**src/rtl/fhb_pkg.sv**
```systemverilog
package fhb_pkg;
    typedef enum logic [1:0] {
        ST_OFF   = 2'd0,
        ST_EMPTY = 2'd1,
        ST_HELD  = 2'd2,
        ST_DRAIN = 2'd3
    } fhb_state_e;

    localparam logic [1:0] RATE_MID  = 2'd1;
    localparam logic [1:0] RATE_FAST = 2'd2;
    localparam logic [1:0] MISS_MAX  = 2'd3;
endpackage

```
**src/rtl/fhb_rate_gen.sv**
```systemverilog
module fhb_rate_gen
    import fhb_pkg::*;
#(
    parameter int BASE_DIV = 4
) (
    input  logic       clk,
    input  logic       rst_n,
    input  logic       en,
    input  logic [1:0] rate_sel,
    output logic       tick
);
    localparam int CW = $clog2(BASE_DIV * 64);

    logic [CW-1:0] cnt_q;
    logic [CW-1:0] lim;

    always_comb begin
        unique case (rate_sel)
            RATE_FAST: lim = CW'(BASE_DIV - 1);
            RATE_MID:  lim = CW'(BASE_DIV * 8 - 1);
            default:   lim = CW'(BASE_DIV * 64 - 1);
        endcase
        tick = en && (cnt_q >= lim);
    end

    always_ff @(posedge clk) begin
        if (!rst_n || !en)
            cnt_q <= '0;
        else if (tick)
            cnt_q <= '0;
        else
            cnt_q <= cnt_q + 1'b1;
    end

    // ticks are never back to back, since every divider is at least 2
    assert_tick_spacing_R3: assert property (@(posedge clk) disable iff (!rst_n)
        tick |=> !tick);
endmodule

```
**src/rtl/fhb_miss_cnt.sv**
```systemverilog
module fhb_miss_cnt
    import fhb_pkg::*;
(
    input  logic       clk,
    input  logic       rst_n,
    input  logic       clr,
    input  logic       inc,
    output logic [1:0] cnt
);
    logic [1:0] cnt_q;

    always_ff @(posedge clk) begin
        if (!rst_n || clr)
            cnt_q <= '0;
        else if (inc && cnt_q != MISS_MAX)
            cnt_q <= cnt_q + 2'd1;
    end

    assign cnt = cnt_q;

    // once at the ceiling, further misses keep it there
    assert_miss_saturate_R8: assert property (@(posedge clk) disable iff (!rst_n)
        (cnt_q == MISS_MAX && inc && !clr) |=> (cnt_q == MISS_MAX));
    // a miss below the ceiling always advances the count
    assert_miss_step_R8: assert property (@(posedge clk) disable iff (!rst_n)
        (cnt_q != MISS_MAX && inc && !clr) |=> (cnt_q == $past(cnt_q) + 2'd1));
endmodule

```
**src/rtl/fhb_ctrl.sv**
```systemverilog
module fhb_ctrl
    import fhb_pkg::*;
#(
    parameter int NUM_WORDS = 4,
    localparam int PW = $clog2(NUM_WORDS + 1)
) (
    input  logic          clk,
    input  logic          rst_n,
    input  logic          frame_en,
    input  logic          conv_tick,
    input  logic          rd_strobe,
    output logic          ready_n,
    output logic          load,
    output logic          done,
    output logic          miss,
    output logic [PW-1:0] ptr
);
    localparam logic [PW-1:0] LAST = PW'(NUM_WORDS);

    fhb_state_e    state_q, state_d;
    logic [PW-1:0] ptr_q, ptr_d;
    logic          held;

    assign held = (state_q == ST_HELD) || (state_q == ST_DRAIN);

    // next-state logic
    always_comb begin
        state_d = state_q;
        ptr_d   = ptr_q;
        if (!frame_en) begin
            state_d = ST_OFF;
            ptr_d   = '0;
        end else begin
            unique case (state_q)
                ST_OFF:   state_d = ST_EMPTY;
                ST_EMPTY: if (conv_tick) state_d = ST_HELD;
                ST_HELD: begin
                    if (rd_strobe) begin
                        state_d = ST_DRAIN;
                        ptr_d   = ptr_q + 1'b1;
                    end
                end
                ST_DRAIN: begin
                    if (rd_strobe) begin
                        if (ptr_q == LAST) begin
                            ptr_d   = '0;
                            state_d = conv_tick ? ST_HELD : ST_EMPTY;
                        end else begin
                            ptr_d = ptr_q + 1'b1;
                        end
                    end
                end
                default: state_d = ST_OFF;
            endcase
        end
    end

    // state register
    always_ff @(posedge clk) begin
        if (!rst_n) begin
            state_q <= ST_OFF;
            ptr_q   <= '0;
        end else begin
            state_q <= state_d;
            ptr_q   <= ptr_d;
        end
    end

    // outputs
    always_comb begin
        ready_n = !held;
        done    = frame_en && (state_q == ST_DRAIN) && rd_strobe && (ptr_q == LAST);
        load    = frame_en && conv_tick && ((state_q == ST_EMPTY) || done);
        miss    = frame_en && conv_tick && held && !done;
        ptr     = ptr_q;
    end

    // a low enable always leaves the register empty on the next cycle
    assert_off_empty_R2: assert property (@(posedge clk) disable iff (!rst_n)
        !frame_en |=> ready_n);
    // a held frame stays held until its last word is read
    assert_ready_hold_R5: assert property (@(posedge clk) disable iff (!rst_n)
        (!ready_n && frame_en && !done) |=> !ready_n);
    // completion with a coincident tick leaves no high cycle on ready
    assert_no_gap_R9: assert property (@(posedge clk) disable iff (!rst_n)
        (done && conv_tick) |=> !ready_n);
    // read position is zero whenever nothing is held
    assert_ptr_idle_R6: assert property (@(posedge clk) disable iff (!rst_n)
        ready_n |-> (ptr_q == '0));
endmodule

```
**src/rtl/frame_hold_buf.sv**
```systemverilog
module frame_hold_buf
    import fhb_pkg::*;
#(
    parameter int NUM_WORDS = 4,
    parameter int WORD_W    = 16,
    parameter int BASE_DIV  = 4
) (
    input  logic                        clk,
    input  logic                        rst_n,
    input  logic                        frame_en,
    input  logic [1:0]                  rate_sel,
    input  logic [NUM_WORDS*WORD_W-1:0] conv_data,
    input  logic                        rd_strobe,
    output logic [WORD_W-1:0]           rd_word,
    output logic                        ready_n
);
    localparam int PW = $clog2(NUM_WORDS + 1);

    logic                              conv_tick;
    logic                              load, done, miss;
    logic [PW-1:0]                     ptr;
    logic [1:0]                        miss_cnt;
    logic [1:0]                        hdr_miss_q;
    logic [NUM_WORDS-1:0][WORD_W-1:0]  data_q;
    logic [WORD_W-1:0]                 hdr_word;

    fhb_rate_gen #(.BASE_DIV(BASE_DIV)) u_rate (
        .clk      (clk),
        .rst_n    (rst_n),
        .en       (frame_en),
        .rate_sel (rate_sel),
        .tick     (conv_tick)
    );

    fhb_ctrl #(.NUM_WORDS(NUM_WORDS)) u_ctrl (
        .clk       (clk),
        .rst_n     (rst_n),
        .frame_en  (frame_en),
        .conv_tick (conv_tick),
        .rd_strobe (rd_strobe),
        .ready_n   (ready_n),
        .load      (load),
        .done      (done),
        .miss      (miss),
        .ptr       (ptr)
    );

    fhb_miss_cnt u_miss (
        .clk   (clk),
        .rst_n (rst_n),
        .clr   (load || !frame_en),
        .inc   (miss),
        .cnt   (miss_cnt)
    );

    // header copy of the missed count
    always_ff @(posedge clk) begin
        if (!rst_n || !frame_en)
            hdr_miss_q <= '0;
        else if (load)
            hdr_miss_q <= miss_cnt;
        else if (done)
            hdr_miss_q <= '0;
    end

    // sample word storage, one lane per word
    for (genvar g = 0; g < NUM_WORDS; g++) begin : g_lane
        always_ff @(posedge clk) begin
            if (!rst_n)
                data_q[g] <= '0;
            else if (load)
                data_q[g] <= conv_data[g*WORD_W +: WORD_W];
        end
    end

    assign hdr_word = {1'b1, {(WORD_W-3){1'b0}}, hdr_miss_q};

    always_comb begin
        rd_word = '0;
        if (!ready_n) begin
            if (ptr == '0)
                rd_word = hdr_word;
            else
                for (int i = 0; i < NUM_WORDS; i++)
                    if (ptr == PW'(i + 1))
                        rd_word = data_q[i];
        end
    end

    // held samples are never overwritten
    assert_hold_stable_R4: assert property (@(posedge clk) disable iff (!rst_n)
        (!ready_n && frame_en && !done) |=> $stable(data_q));
    // the header count is zero after a completed read with no reload
    assert_hdr_clear_R8: assert property (@(posedge clk) disable iff (!rst_n)
        (done && !load) |=> (hdr_miss_q == 2'd0));
endmodule

```
**config.mk**
```make
export PLATFORM = sky130hd
export DESIGN_NAME = frame_hold_buf
export DESIGN_NICKNAME = d
export VERILOG_FILES = /design/src/rtl/fhb_pkg.sv /design/src/rtl/fhb_rate_gen.sv /design/src/rtl/fhb_miss_cnt.sv /design/src/rtl/fhb_ctrl.sv /design/src/rtl/frame_hold_buf.sv
export SDC_FILE = /design/constraint.sdc
export NUM_CORES = 1
export LEC_CHECK = 0
export ABC_CLOCK_PERIOD_IN_PS = 5100
export BUFFER_PORTS_ARGS = -buffer_cell sky130_fd_sc_hd__buf_2
export CAP_MARGIN = 20
export CORE_ASPECT_RATIO = 1.2
export CORE_UTILIZATION = 50
export CTS_CLUSTER_SIZE = 28
export DETAILED_ROUTE_END_ITERATION = 8
export PLACE_DENSITY_LB_ADDON = 0.12
export SLEW_MARGIN = 25
export SYNTH_ARGS = -nofsm -noshare
export SYNTH_HDL_FRONTEND = slang
export SYNTH_SLANG_ARGS = --single-unit
export TNS_END_PERCENT = 20
```
**constraint.sdc**
```tcl
create_clock -name clk -period 5.1 [get_ports clk]
set_input_delay 0.51 -clock clk [delete_from_list [all_inputs] [get_ports clk]]
set_output_delay 0.51 -clock clk [all_outputs]
set_load 0.01 [all_outputs]
```
==> results.cfg <==
[job]
cap_viol_max_count = 0

[logic_synthesis]
async_flop_share_pct = 0
syn_inst = 476
syn_nets = 560
synth-seq-cells = 81
ys_warn_count = 0
dominantRegCellSynth = dfxtp_1
ys_types = 35
synth-seq-area-share_pct = 40.29
synth.cell_area_mm2 = 0.004025
synth.avg_cell_area_um2 = 8.456
synth_edf_count = 0

[die]
die_y_um = 100.3
dieArea_mm2 = 0.008414
initial_core_util_pct = 51.93
rows = 35
ios = 87
core-area_mm2 = 0.007751
die_w_um = 83.91

[worst_hold_path]
hp-class = input pin to flop
worstHoldStart = conv_data[5]

[sta]
drv_slew = 0
fmax_mhz = 316.1
setup_viol = 0
tightest_slew_ns = 0.9393
min_period_over_period_pct = 62.03
rsz0062_at_grt = false
hold_viol = 0
worst_slew_margin_rel_pct = 37.38
setup_tns_ns = 0
fin_skew_ns = 0.009796
period_minus_slack_ns = 3.164

[cts]
clock-root-buffer = clkbuf_8
clock_latency_ns = 0.35
post_cts_buffers = 0
ctsResizeCount = 0
cts_sinks = 81
cts_buffers = 9
clkTransAtPathRegs_ns = 0.08
cts_max_path_buffers = 2
cts_tree = yes
postCtsHoldBufs = 0
htreeDepth = 3

[routing]
ant_nets = 0
first_iter_violations = 173
num_vias = 3461
drt_wl_total_um = 9258
drc_errors = 4
wl_per_cell_um = 14.51
dr.pass1.iters = 6
viasPerCell = 5.425

[power]
p_leak_nw = 1.811
total_power_w = 0.001269
power.density_mw_per_mm2 = 269.8
vdd_ir_drop_max_mv = 0.1664

[cells_and_area]
fin_nets = 625
final_cell_mix = 150 x nand2_1, 85 x buf_2, 81 x dfxtp_1
drive_above_1_share_pct = 19.96
post-route-util_pct = 60.66
mostFrequentLayoutCell = nand2_1
diodes = 0
syn_to_final_growth_pct = 16.82

[worst_setup_path]
cp-end-kind = primary output
worst-endpoint-arrival_ns = 2.65
max_stage_delay_ns = 0.86
cp.required_ns = 4.59
crit_path_max_fanout = 23
critPathBufInv = 2
timing.rr.start = u_rate.cnt_q[0]
critPathTopFamily = flip-flops
cp_cell_sequence = inv_1, nor2_1, a32o_1, buf_2
cp-start-kind = flop
critical-path-slowest-cell = dfxtp_1
cp-startpoint = u_ctrl.state_q[1]
critPathKind = flop to primary output

[placed_design]
hpwlAfterDp_um = 6516
gp_congestion = 0.7857
io_buffers = 86

[global_route]
antenna_found_initial = 0
grt_use_total_pct = 22.84
grt_pass1_vias = 3247
grt_overflow = 0
grt_max_degree = 114
grt_pass1_wl_um = 15090

[outcome]
violations = DRC
status = finished, violations left
[cell type report]
cell class	instances	area (um2)
flip-flops and latches	81	1622
repair buffers	89	471.7
fillers	734	3049
well taps	92	115.1
clock inverters	5	102.6
clock buffers	11	141.4
inverters	8	30.03
multi-input cells	352	2220
[sequential cells by signal, indices dropped and copies added (netlist names)]
signal,count
data_q,64
u_rate.cnt_q,8
u_ctrl.ptr,3
hdr_miss_q,2
u_ctrl.state_q,2
u_miss.cnt,2
[synth_stat cells (2+ instances only)]
library cell    n  area share (%)
a211oi_1        4            0.75
a21o_1          2            0.37
a21oi_1         9             1.1
a22oi_1        16             3.0
a31o_2          2            0.44
a31oi_1         2            0.31
a32o_1         13             3.2
and2_1          3            0.47
and3_1          3            0.47
buf_1           2            0.19
buf_2           2            0.25
buf_4           3            0.56
buf_6           2            0.56
clkbuf_1       26             2.4
dfxtp_1        81              40
ha_1           14             4.4
inv_1           8            0.75
mux2i_1        68              17
nand2_1       150              14
nand3_1         9             1.1
nand4_1         4            0.62
nor2_1         13             1.2
nor2b_1         2            0.31
nor3_1          4            0.50
o21a_1          2            0.37
o21ai_0        19             2.4
xor2_1          5             1.1
[power by group]
group          total [W]  switching, W  internal [W]
Clock           0.000565      0.000227      0.000338
Sequential      0.000634    0.00000143      0.000633
Combinational  0.0000692     0.0000394     0.0000298
[tightest hold or removal path: stages]
cell     delay (ns)
buf_2          0.10
nand2_1        0.04
mux2i_1        0.06
[path summary, 6_finish.rpt]
kind	slack [ns]	end	cells past startpoint
setup / recovery	1.94	rd_word[2]	4
hold / removal	0.40	data_q[5]	3
setup reg to reg	2.34	data_q[40]	6
hold reg to reg	0.46	data_q[19]	2
[routing by layer]
metal | GRT usage (%) | part of all wire (%) | vias to the layer above
li1 | - | - | 1768
met4 | 11.27 | 2.1 | 0
met1 | 27.98 | 44 | 1599
met2 | 39.72 | 50 | 80
met5 | 0 | 0 | -
met3 | 2.878 | 3.5 | 14
[through the flow]
step / worst slack (ns) / area [um2] / hold slack (ns) / instances
final: 1.936 / 4702 / 0.4022 / 638
after global routing: 1.771 / 4702 / 0.4011 / 638
after CTS: 1.979 / 4698 / 0.3882 / 638
after detailed placement: 1.718 / 4454 / 0.4468 / 622
after global placement: 1.854 / 4448 / 0.4412 / 622
after floorplan: 2.653 / 4025 / 0.4344 / 476
[cell families (layout without fill, tap and decap cells)]
kind of cell,Yosys count,after routing,share of synthesized area (%)
and+or+nand+nor,191,191,19.37
DFF,81,81,40.29
AOI/OAI and AO/OA,73,73,13.06
muxes,68,68,16.91
buffers and inverters,43,113,4.725
adders and majority gates,14,14,4.352
xor gates and xnor gates,6,6,1.306
Power figures use the tool's default switching activity.
